===== src/rtl/cursor_pkg.sv =====
package cursor_pkg;
  localparam int CUR_ALOG       = 10;
  localparam int CUR_MIN_WLOG   = 3;
  localparam int CUR_LAST_SHAPE = 4;
  localparam int CLUT_N         = 4;
  localparam int CLUT_W         = 16;

  typedef struct packed {
    logic [5:0] y;
    logic [3:0] u;
    logic [3:0] v;
    logic [1:0] t;
  } clut_entry_t;

  function automatic logic [2:0] shape_clamp(input logic [2:0] sel);
    return (sel > 3'(CUR_LAST_SHAPE)) ? 3'(CUR_LAST_SHAPE) : sel;
  endfunction

  function automatic logic [3:0] width_log(input logic [2:0] sel);
    return 4'(CUR_MIN_WLOG) + {1'b0, shape_clamp(sel)};
  endfunction

  function automatic logic [3:0] height_log(input logic [2:0] sel);
    return 4'(CUR_ALOG) - width_log(sel);
  endfunction

  function automatic logic [7:0] widen6(input logic [5:0] c);
    return {c, c[5:4]};
  endfunction

  function automatic logic [7:0] widen4(input logic [3:0] c);
    return {c, c};
  endfunction

  function automatic logic [7:0] blend3(input logic [7:0] cur, input logic [7:0] pix,
                                        input logic [1:0] t);
    logic [9:0] acc;
    acc = 10'(cur) * 10'(t) + 10'(pix) * 10'(2'd3 - t);
    return 8'(acc / 10'd3);
  endfunction
endpackage


===== src/rtl/cursor_regs.sv =====
module cursor_regs
  import cursor_pkg::*;
#(
  parameter int X_W = 11,
  parameter int Y_W = 10
) (
  input  logic                          clk,
  input  logic                          rst_n,
  input  logic                          ctl_we,
  input  logic [2:0]                    ctl_addr,
  input  logic [CLUT_W-1:0]             wdata,
  input  logic                          field_start,
  output logic [X_W-1:0]                act_x,
  output logic [Y_W-1:0]                act_y,
  output logic [2:0]                    act_sel,
  output logic                          act_en,
  output clut_entry_t [CLUT_N-1:0]      clut
);
  logic [X_W-1:0] pend_x;
  logic [Y_W-1:0] pend_y;
  logic [2:0]     pend_sel;
  logic           pend_en;

  always_ff @(posedge clk or negedge rst_n) begin
    if (!rst_n) begin
      pend_x   <= '0;
      pend_y   <= '0;
      pend_sel <= '0;
      pend_en  <= 1'b0;
    end else if (ctl_we) begin
      case (ctl_addr)
        3'd0: pend_x <= wdata[X_W-1:0];
        3'd1: pend_y <= wdata[Y_W-1:0];
        3'd2: begin
          pend_sel <= wdata[2:0];
          pend_en  <= wdata[3];
        end
        default: ;
      endcase
    end
  end

  always_ff @(posedge clk or negedge rst_n) begin
    if (!rst_n) begin
      act_x   <= '0;
      act_y   <= '0;
      act_sel <= '0;
      act_en  <= 1'b0;
    end else if (field_start) begin
      act_x   <= pend_x;
      act_y   <= pend_y;
      act_sel <= pend_sel;
      act_en  <= pend_en;
    end
  end

  for (genvar g = 0; g < CLUT_N; g++) begin : g_entry
    logic hit_w;
    assign hit_w = ctl_we && ctl_addr[2] && (ctl_addr[1:0] == 2'(g));
    always_ff @(posedge clk or negedge rst_n) begin
      if (!rst_n)     clut[g] <= '0;
      else if (hit_w) clut[g] <= clut_entry_t'(wdata);
    end
  end
endmodule


===== src/rtl/cursor_shape_mem.sv =====
module cursor_shape_mem
  import cursor_pkg::*;
#(
  parameter int DEPTH = 1 << CUR_ALOG
) (
  input  logic                       clk,
  input  logic                       we,
  input  logic [$clog2(DEPTH)-1:0]   waddr,
  input  logic [1:0]                 wdata,
  input  logic [$clog2(DEPTH)-1:0]   raddr,
  output logic [1:0]                 rdata
);
  logic [1:0] cells [DEPTH];

  always_ff @(posedge clk) begin
    if (we) cells[waddr] <= wdata;
    rdata <= cells[raddr];
  end
endmodule


===== src/rtl/cursor_hit.sv =====
module cursor_hit
  import cursor_pkg::*;
#(
  parameter int X_W = 11,
  parameter int Y_W = 10
) (
  input  logic [X_W-1:0]      pix_x,
  input  logic [Y_W-1:0]      pix_y,
  input  logic [X_W-1:0]      pos_x,
  input  logic [Y_W-1:0]      pos_y,
  input  logic [2:0]          sel,
  output logic                hit,
  output logic [CUR_ALOG-1:0] addr
);
  logic [3:0]   wlog;
  logic [3:0]   hlog;
  logic [X_W:0] dx;
  logic [Y_W:0] dy;
  logic [X_W:0] span_x;
  logic [Y_W:0] span_y;
  logic         in_x;
  logic         in_y;

  always_comb begin
    wlog   = width_log(sel);
    hlog   = height_log(sel);
    dx     = {1'b0, pix_x} - {1'b0, pos_x};
    dy     = {1'b0, pix_y} - {1'b0, pos_y};
    span_x = (X_W+1)'(1) << wlog;
    span_y = (Y_W+1)'(1) << hlog;
    in_x   = (pix_x >= pos_x) && (dx < span_x);
    in_y   = (pix_y >= pos_y) && (dy < span_y);
    hit    = in_x && in_y;
    addr   = CUR_ALOG'((32'(dy) << wlog) + 32'(dx));
  end
endmodule


===== src/rtl/cursor_mix.sv =====
module cursor_mix
  import cursor_pkg::*;
(
  input  logic                     hit,
  input  logic [1:0]               idx,
  input  clut_entry_t [CLUT_N-1:0] clut,
  input  logic [7:0]               in_y,
  input  logic [7:0]               in_u,
  input  logic [7:0]               in_v,
  output logic [7:0]               cur_y,
  output logic [7:0]               cur_u,
  output logic [7:0]               cur_v,
  output logic [1:0]               cur_t,
  output logic [7:0]               mix_y,
  output logic [7:0]               mix_u,
  output logic [7:0]               mix_v
);
  clut_entry_t ent;

  always_comb begin
    ent   = clut[idx];
    cur_y = widen6(ent.y);
    cur_u = widen4(ent.u);
    cur_v = widen4(ent.v);
    cur_t = ent.t;
    if (hit) begin
      mix_y = blend3(cur_y, in_y, cur_t);
      mix_u = blend3(cur_u, in_u, cur_t);
      mix_v = blend3(cur_v, in_v, cur_t);
    end else begin
      mix_y = in_y;
      mix_u = in_u;
      mix_v = in_v;
    end
  end
endmodule


===== src/rtl/cursor_overlay.sv =====
module cursor_overlay
  import cursor_pkg::*;
#(
  parameter int X_W = 11,
  parameter int Y_W = 10
) (
  input  logic           clk,
  input  logic           rst_n,
  input  logic           pix_valid,
  input  logic [X_W-1:0] pix_x,
  input  logic [Y_W-1:0] pix_y,
  input  logic           field_start,
  input  logic [7:0]     in_y,
  input  logic [7:0]     in_u,
  input  logic [7:0]     in_v,
  input  logic           reg_we,
  input  logic [10:0]    reg_addr,
  input  logic [15:0]    reg_wdata,
  output logic           out_valid,
  output logic [7:0]     out_y,
  output logic [7:0]     out_u,
  output logic [7:0]     out_v
);
  logic [X_W-1:0]           act_x;
  logic [Y_W-1:0]           act_y;
  logic [2:0]               act_sel;
  logic                     act_en;
  clut_entry_t [CLUT_N-1:0] clut;

  logic                     ctl_we;
  logic                     cell_we;
  logic                     hit_s0;
  logic [CUR_ALOG-1:0]      addr_s0;

  logic                     vld_s1;
  logic                     hit_s1;
  logic [1:0]               idx_s1;
  logic [7:0]               y_s1, u_s1, v_s1;

  logic [7:0]               cur_y, cur_u, cur_v;
  logic [1:0]               cur_t;
  logic [7:0]               mix_y, mix_u, mix_v;

  assign ctl_we  = reg_we && !reg_addr[10];
  assign cell_we = reg_we &&  reg_addr[10];

  cursor_regs #(.X_W(X_W), .Y_W(Y_W)) i_regs (
    .clk        (clk),
    .rst_n      (rst_n),
    .ctl_we     (ctl_we),
    .ctl_addr   (reg_addr[2:0]),
    .wdata      (reg_wdata),
    .field_start(field_start),
    .act_x      (act_x),
    .act_y      (act_y),
    .act_sel    (act_sel),
    .act_en     (act_en),
    .clut       (clut)
  );

  cursor_hit #(.X_W(X_W), .Y_W(Y_W)) i_hit (
    .pix_x(pix_x),
    .pix_y(pix_y),
    .pos_x(act_x),
    .pos_y(act_y),
    .sel  (act_sel),
    .hit  (hit_s0),
    .addr (addr_s0)
  );

  cursor_shape_mem #(.DEPTH(1 << CUR_ALOG)) i_mem (
    .clk  (clk),
    .we   (cell_we),
    .waddr(reg_addr[CUR_ALOG-1:0]),
    .wdata(reg_wdata[1:0]),
    .raddr(addr_s0),
    .rdata(idx_s1)
  );

  always_ff @(posedge clk or negedge rst_n) begin
    if (!rst_n) begin
      vld_s1 <= 1'b0;
      hit_s1 <= 1'b0;
      y_s1   <= '0;
      u_s1   <= '0;
      v_s1   <= '0;
    end else begin
      vld_s1 <= pix_valid;
      hit_s1 <= hit_s0 && act_en;
      y_s1   <= in_y;
      u_s1   <= in_u;
      v_s1   <= in_v;
    end
  end

  cursor_mix i_mix (
    .hit  (hit_s1),
    .idx  (idx_s1),
    .clut (clut),
    .in_y (y_s1),
    .in_u (u_s1),
    .in_v (v_s1),
    .cur_y(cur_y),
    .cur_u(cur_u),
    .cur_v(cur_v),
    .cur_t(cur_t),
    .mix_y(mix_y),
    .mix_u(mix_u),
    .mix_v(mix_v)
  );

  always_ff @(posedge clk or negedge rst_n) begin
    if (!rst_n) begin
      out_valid <= 1'b0;
      out_y     <= '0;
      out_u     <= '0;
      out_v     <= '0;
    end else begin
      out_valid <= vld_s1;
      out_y     <= mix_y;
      out_u     <= mix_u;
      out_v     <= mix_v;
    end
  end
endmodule


===== config.mk =====
export PLATFORM = sky130hd
export DESIGN_NAME = cursor_overlay
export DESIGN_NICKNAME = d
export VERILOG_FILES = /design/src/rtl/cursor_pkg.sv /design/src/rtl/cursor_regs.sv /design/src/rtl/cursor_shape_mem.sv /design/src/rtl/cursor_hit.sv /design/src/rtl/cursor_mix.sv /design/src/rtl/cursor_overlay.sv
export SDC_FILE = /design/constraint.sdc
export NUM_CORES = 2
export LEC_CHECK = 0
export BUFFER_PORTS_ARGS = -buffer_cell sky130_fd_sc_hd__buf_4
export CAP_MARGIN = 20
export CORE_MARGIN = 8
export CORE_UTILIZATION = 59
export CTS_BUF_LIST = sky130_fd_sc_hd__clkbuf_4 sky130_fd_sc_hd__clkbuf_8
export DETAILED_ROUTE_END_ITERATION = 7
export HOLD_SLACK_MARGIN = 0.06
export PLACE_DENSITY = 0.82
export SYNTH_ARGS = -nofsm -noshare
export SYNTH_HDL_FRONTEND = slang
export SYNTH_SLANG_ARGS = --single-unit

===== constraint.sdc =====
create_clock -name clk -period 7.45 [get_ports clk]
set_clock_uncertainty 0.2 [all_clocks]
set_input_delay 0.745 -clock clk [delete_from_list [all_inputs] [get_ports clk]]
set_output_delay 0.745 -clock clk [all_outputs]
set_load 0.05 [all_outputs]

==> impl_metrics.toml <==
[critical_path]
crit_top_cell = "ha_1"
worstPathMaxFanout = 21
required_ns = 8.15
arrival_ns = 8.00
max_stage_delay_ns = 0.58
critPathCaptureType = "flop"
critPathKind = "reg -> reg"
cp-start-kind = "flop"
crit_slowest_cell = "mux4_2"

[hold_path]
hold_class = "reg -> reg"

[timing]
fmax_ghz = 0.137
finalCritPeriodShare_pct = 98.0
setup_viol_count_final = 0
final.min_clock_period_ns = 7.30
final_hold_viol_count = 0
rsz0062_at_grt = "true"
worst_slew_margin_rel_pct = 14.4
drv_slew = 0
worst_pin_slew_ns = 1.28
holdWs_ns = 0.148

[place]
dp_cells = 7780
portBuffers = 101
hpwl_mm = 138
gp_congestion = 0.880

[die]
ios = 102
start_util_pct = 59.5
fp.dieArea_mm2 = 0.177
die_x_um = 421
design.core.area_mm2 = 0.163
fp.dieH_um = 421
num_rows = 148

[cts]
clk_latency_ns = 1.12
cts_num_sinks = 2215
tritoncts = "done"
h-tree-depth = 5
cts-root-buf = "clkbuf_8"
clk_pin_slew_ns = 0.06
cts.path.max_buffers = 4
cts_buffers = 349

[finish]
area_delta_synth_final_pct = 12.0
layout-drive-gt1-share_pct = 27.2
fillers = 9848
final_cells = 8452
nets = 6303

[global_routing]
first_global_vias = 56800
grt_overflow = 0
grt_pass1_wl_mm = 352
antenna_found_initial = 19
grt_util_all_layers_pct = 26.2
grt_max_degree = 249

[synth]
synth_edf_count = 2048
syn_avg_cell_area_um2 = 16.8
syn_inst = 5753
yosys_register_bits = 2215
synthFlopType = "edfxtp_1"
ys_types = 89
yosysWarnings = 0
async_reset_ff_share_pct = 7.45
ys_seq_area_share_pct = 67.8
syn_area_mm2 = 0.0969

[drt]
vias = 56200
wl_met2_mm = 120
dr.first_iter.drc_count = 8800
first_pass_iters = 8
top_layer = "met5"
wl_per_cell_um = 29.6
drt_wl_total_mm = 250
ant_nets = 0
drc_errors = 0
wl_met3_mm = 32.1
viasPerCell = 6.65
wl_met1_mm = 83.3

[job]
maxCapViolCount = 0

[status]
status = "completed"
## path summary, 6_finish.rpt
path                                                  end  cells past startpoint              startpoint  slack (ns)
max in group asynchronous  i_regs.pend_sel[0]$_DFFE_PN0P_                      3                   rst_n        5.36
setup / recovery                       out_v[0]$_DFF_PN0_                     28  i_mem.rdata[0]$_DFF_P_        0.15
min in group asynchronous              out_u[4]$_DFF_PN0_                      2                   rst_n        0.21
hold / removal                        out_valid$_DFF_PN0_                      0        vld_s1$_DFF_PN0_        0.15
hold reg to reg                       out_valid$_DFF_PN0_                      0        vld_s1$_DFF_PN0_        0.15
setup reg to reg                       out_v[0]$_DFF_PN0_                     28  i_mem.rdata[0]$_DFF_P_        0.15
## cells in the final DEF, fill, tap and decap left out, types with 30 or more instances in the layout
cell type | netlist | layout
o21ai_0 | 76 | 69
fa_1 | 39 | 38
inv_1 | 150 | 150
dlygate4sd3_1 | 0 | 47
nand2_1 | 196 | 162
a21oi_1 | 85 | 81
xnor2_1 | 49 | 41
buf_4 | 1 | 213
ha_1 | 156 | 146
buf_12 | 0 | 31
mux4_2 | 697 | 697
a21o_1 | 30 | 30
clkinv_2 | 0 | 38
clkbuf_4 | 0 | 93
clkinv_1 | 1 | 71
clkbuf_8 | 0 | 363
dfrtp_1 | 165 | 165
edfxtp_1 | 2048 | 2048
nor2_1 | 1141 | 1136
nor2b_1 | 57 | 56
mux2_2 | 100 | 100
## cells in the mapped netlist (all sizes together), types with 18 or more instances
library cell	instances	share of area, %
a21o	30	0.23
a21oi	88	0.47
and2	19	0.12
buf	140	0.58
clkbuf	264	1.0
dfrtp	165	4.3
edfxtp	2048	63
fa	39	0.81
ha	156	2.0
inv	151	0.58
mux2	100	1.2
mux4	697	16
nand2	196	0.76
nand2b	18	0.12
nand3	22	0.12
nor2	1141	4.4
nor2b	57	0.37
nor3	32	0.17
o21ai	81	0.43
xnor2	49	0.44
## state kept, by name (all words and copies together), names as in the netlist, 2 cells and up
name	flops
out_y	8
i_regs.pend_x	11
i_regs.pend_y	10
i_regs.act_sel	3
v_s1	8
y_s1	8
i_regs.act_y	10
i_regs.pend_sel	3
i_mem.rdata	2
i_mem.cells	2048
i_regs.clut	64
i_regs.act_x	11
out_v	8
u_s1	8
out_u	8
## layout make-up
cell class	count	area (um2)	area share [%]
clock buffer	456	5690	5.24
inverter	152	571	0.525
tap	2175	2720	2.51
antenna	19	47.5	0.0438
multi-input combinational	2986	29700	27.3
sequential	2215	65700	60.5
timing repair buffer	327	3530	3.25
clock inverter	122	654	0.603
## metal layers
layer / vias to the layer above / global-route usage [%]
met5: - / 0
met4: 4 / 10.5
met3: 906 / 6.17
met2: 4368 / 42.3
met1: 28200 / 34.9
li1: 22800 / -
## what timing repair did
item / in CTS / in global routing
resized for setup: 3 / 72
setup endpoints to repair: 3 / 6
setup buffers: 0 / 9
endpoints found under the hold margin: 238 / 0
pin swaps: 0 / 10
hold buffers: 47 / 0
cloned: 0 / 1
## through the flow
stage                     setup TNS, ns  setup WS (ns)  cell area, um2  utilization [%]
after floorplan                       0         0.0380           96900                -
after global placement                0          0.134          100000             61.7
after detailed placement         -0.168         -0.122          101000             61.9
after CTS                             0        0.00721          108000             66.1
after global routing             -0.154        -0.0802          109000             66.6
final                                 0          0.146          109000             66.6
## logic make-up (layout without fill, tap and decap cells)
| kind of cell | count (synthesis) | after routing | synth area share [%] |
|---|---|---|---|
| simple gates | 1550 | 1550 | 6.54 |
| buf+inv | 556 | 1057 | 2.19 |
| other cells | 1 | 23 | 0.00387 |
| compound gates | 355 | 355 | 2.52 |
| flops | 2215 | 2215 | 67.8 |
| fa+ha+maj | 197 | 197 | 2.84 |
| mux | 813 | 814 | 17.5 |
| xor+xnor | 66 | 66 | 0.618 |
## critical path: cells and delay by family (launching register included)
family | cells | cell delay, ns
buffers and inverters | 4 | 0.48
AO/OA/AOI/OAI | 12 | 2.29
adder cells (fa/ha/maj) | 7 | 2.36
multiplexers | 2 | 0.85
AND/OR/NAND/NOR | 3 | 0.65
flip-flops | 1 | 0.38
Power is not shown: default switching activity piles up to over one toggle a cycle in this logic, so the estimate is an artifact.
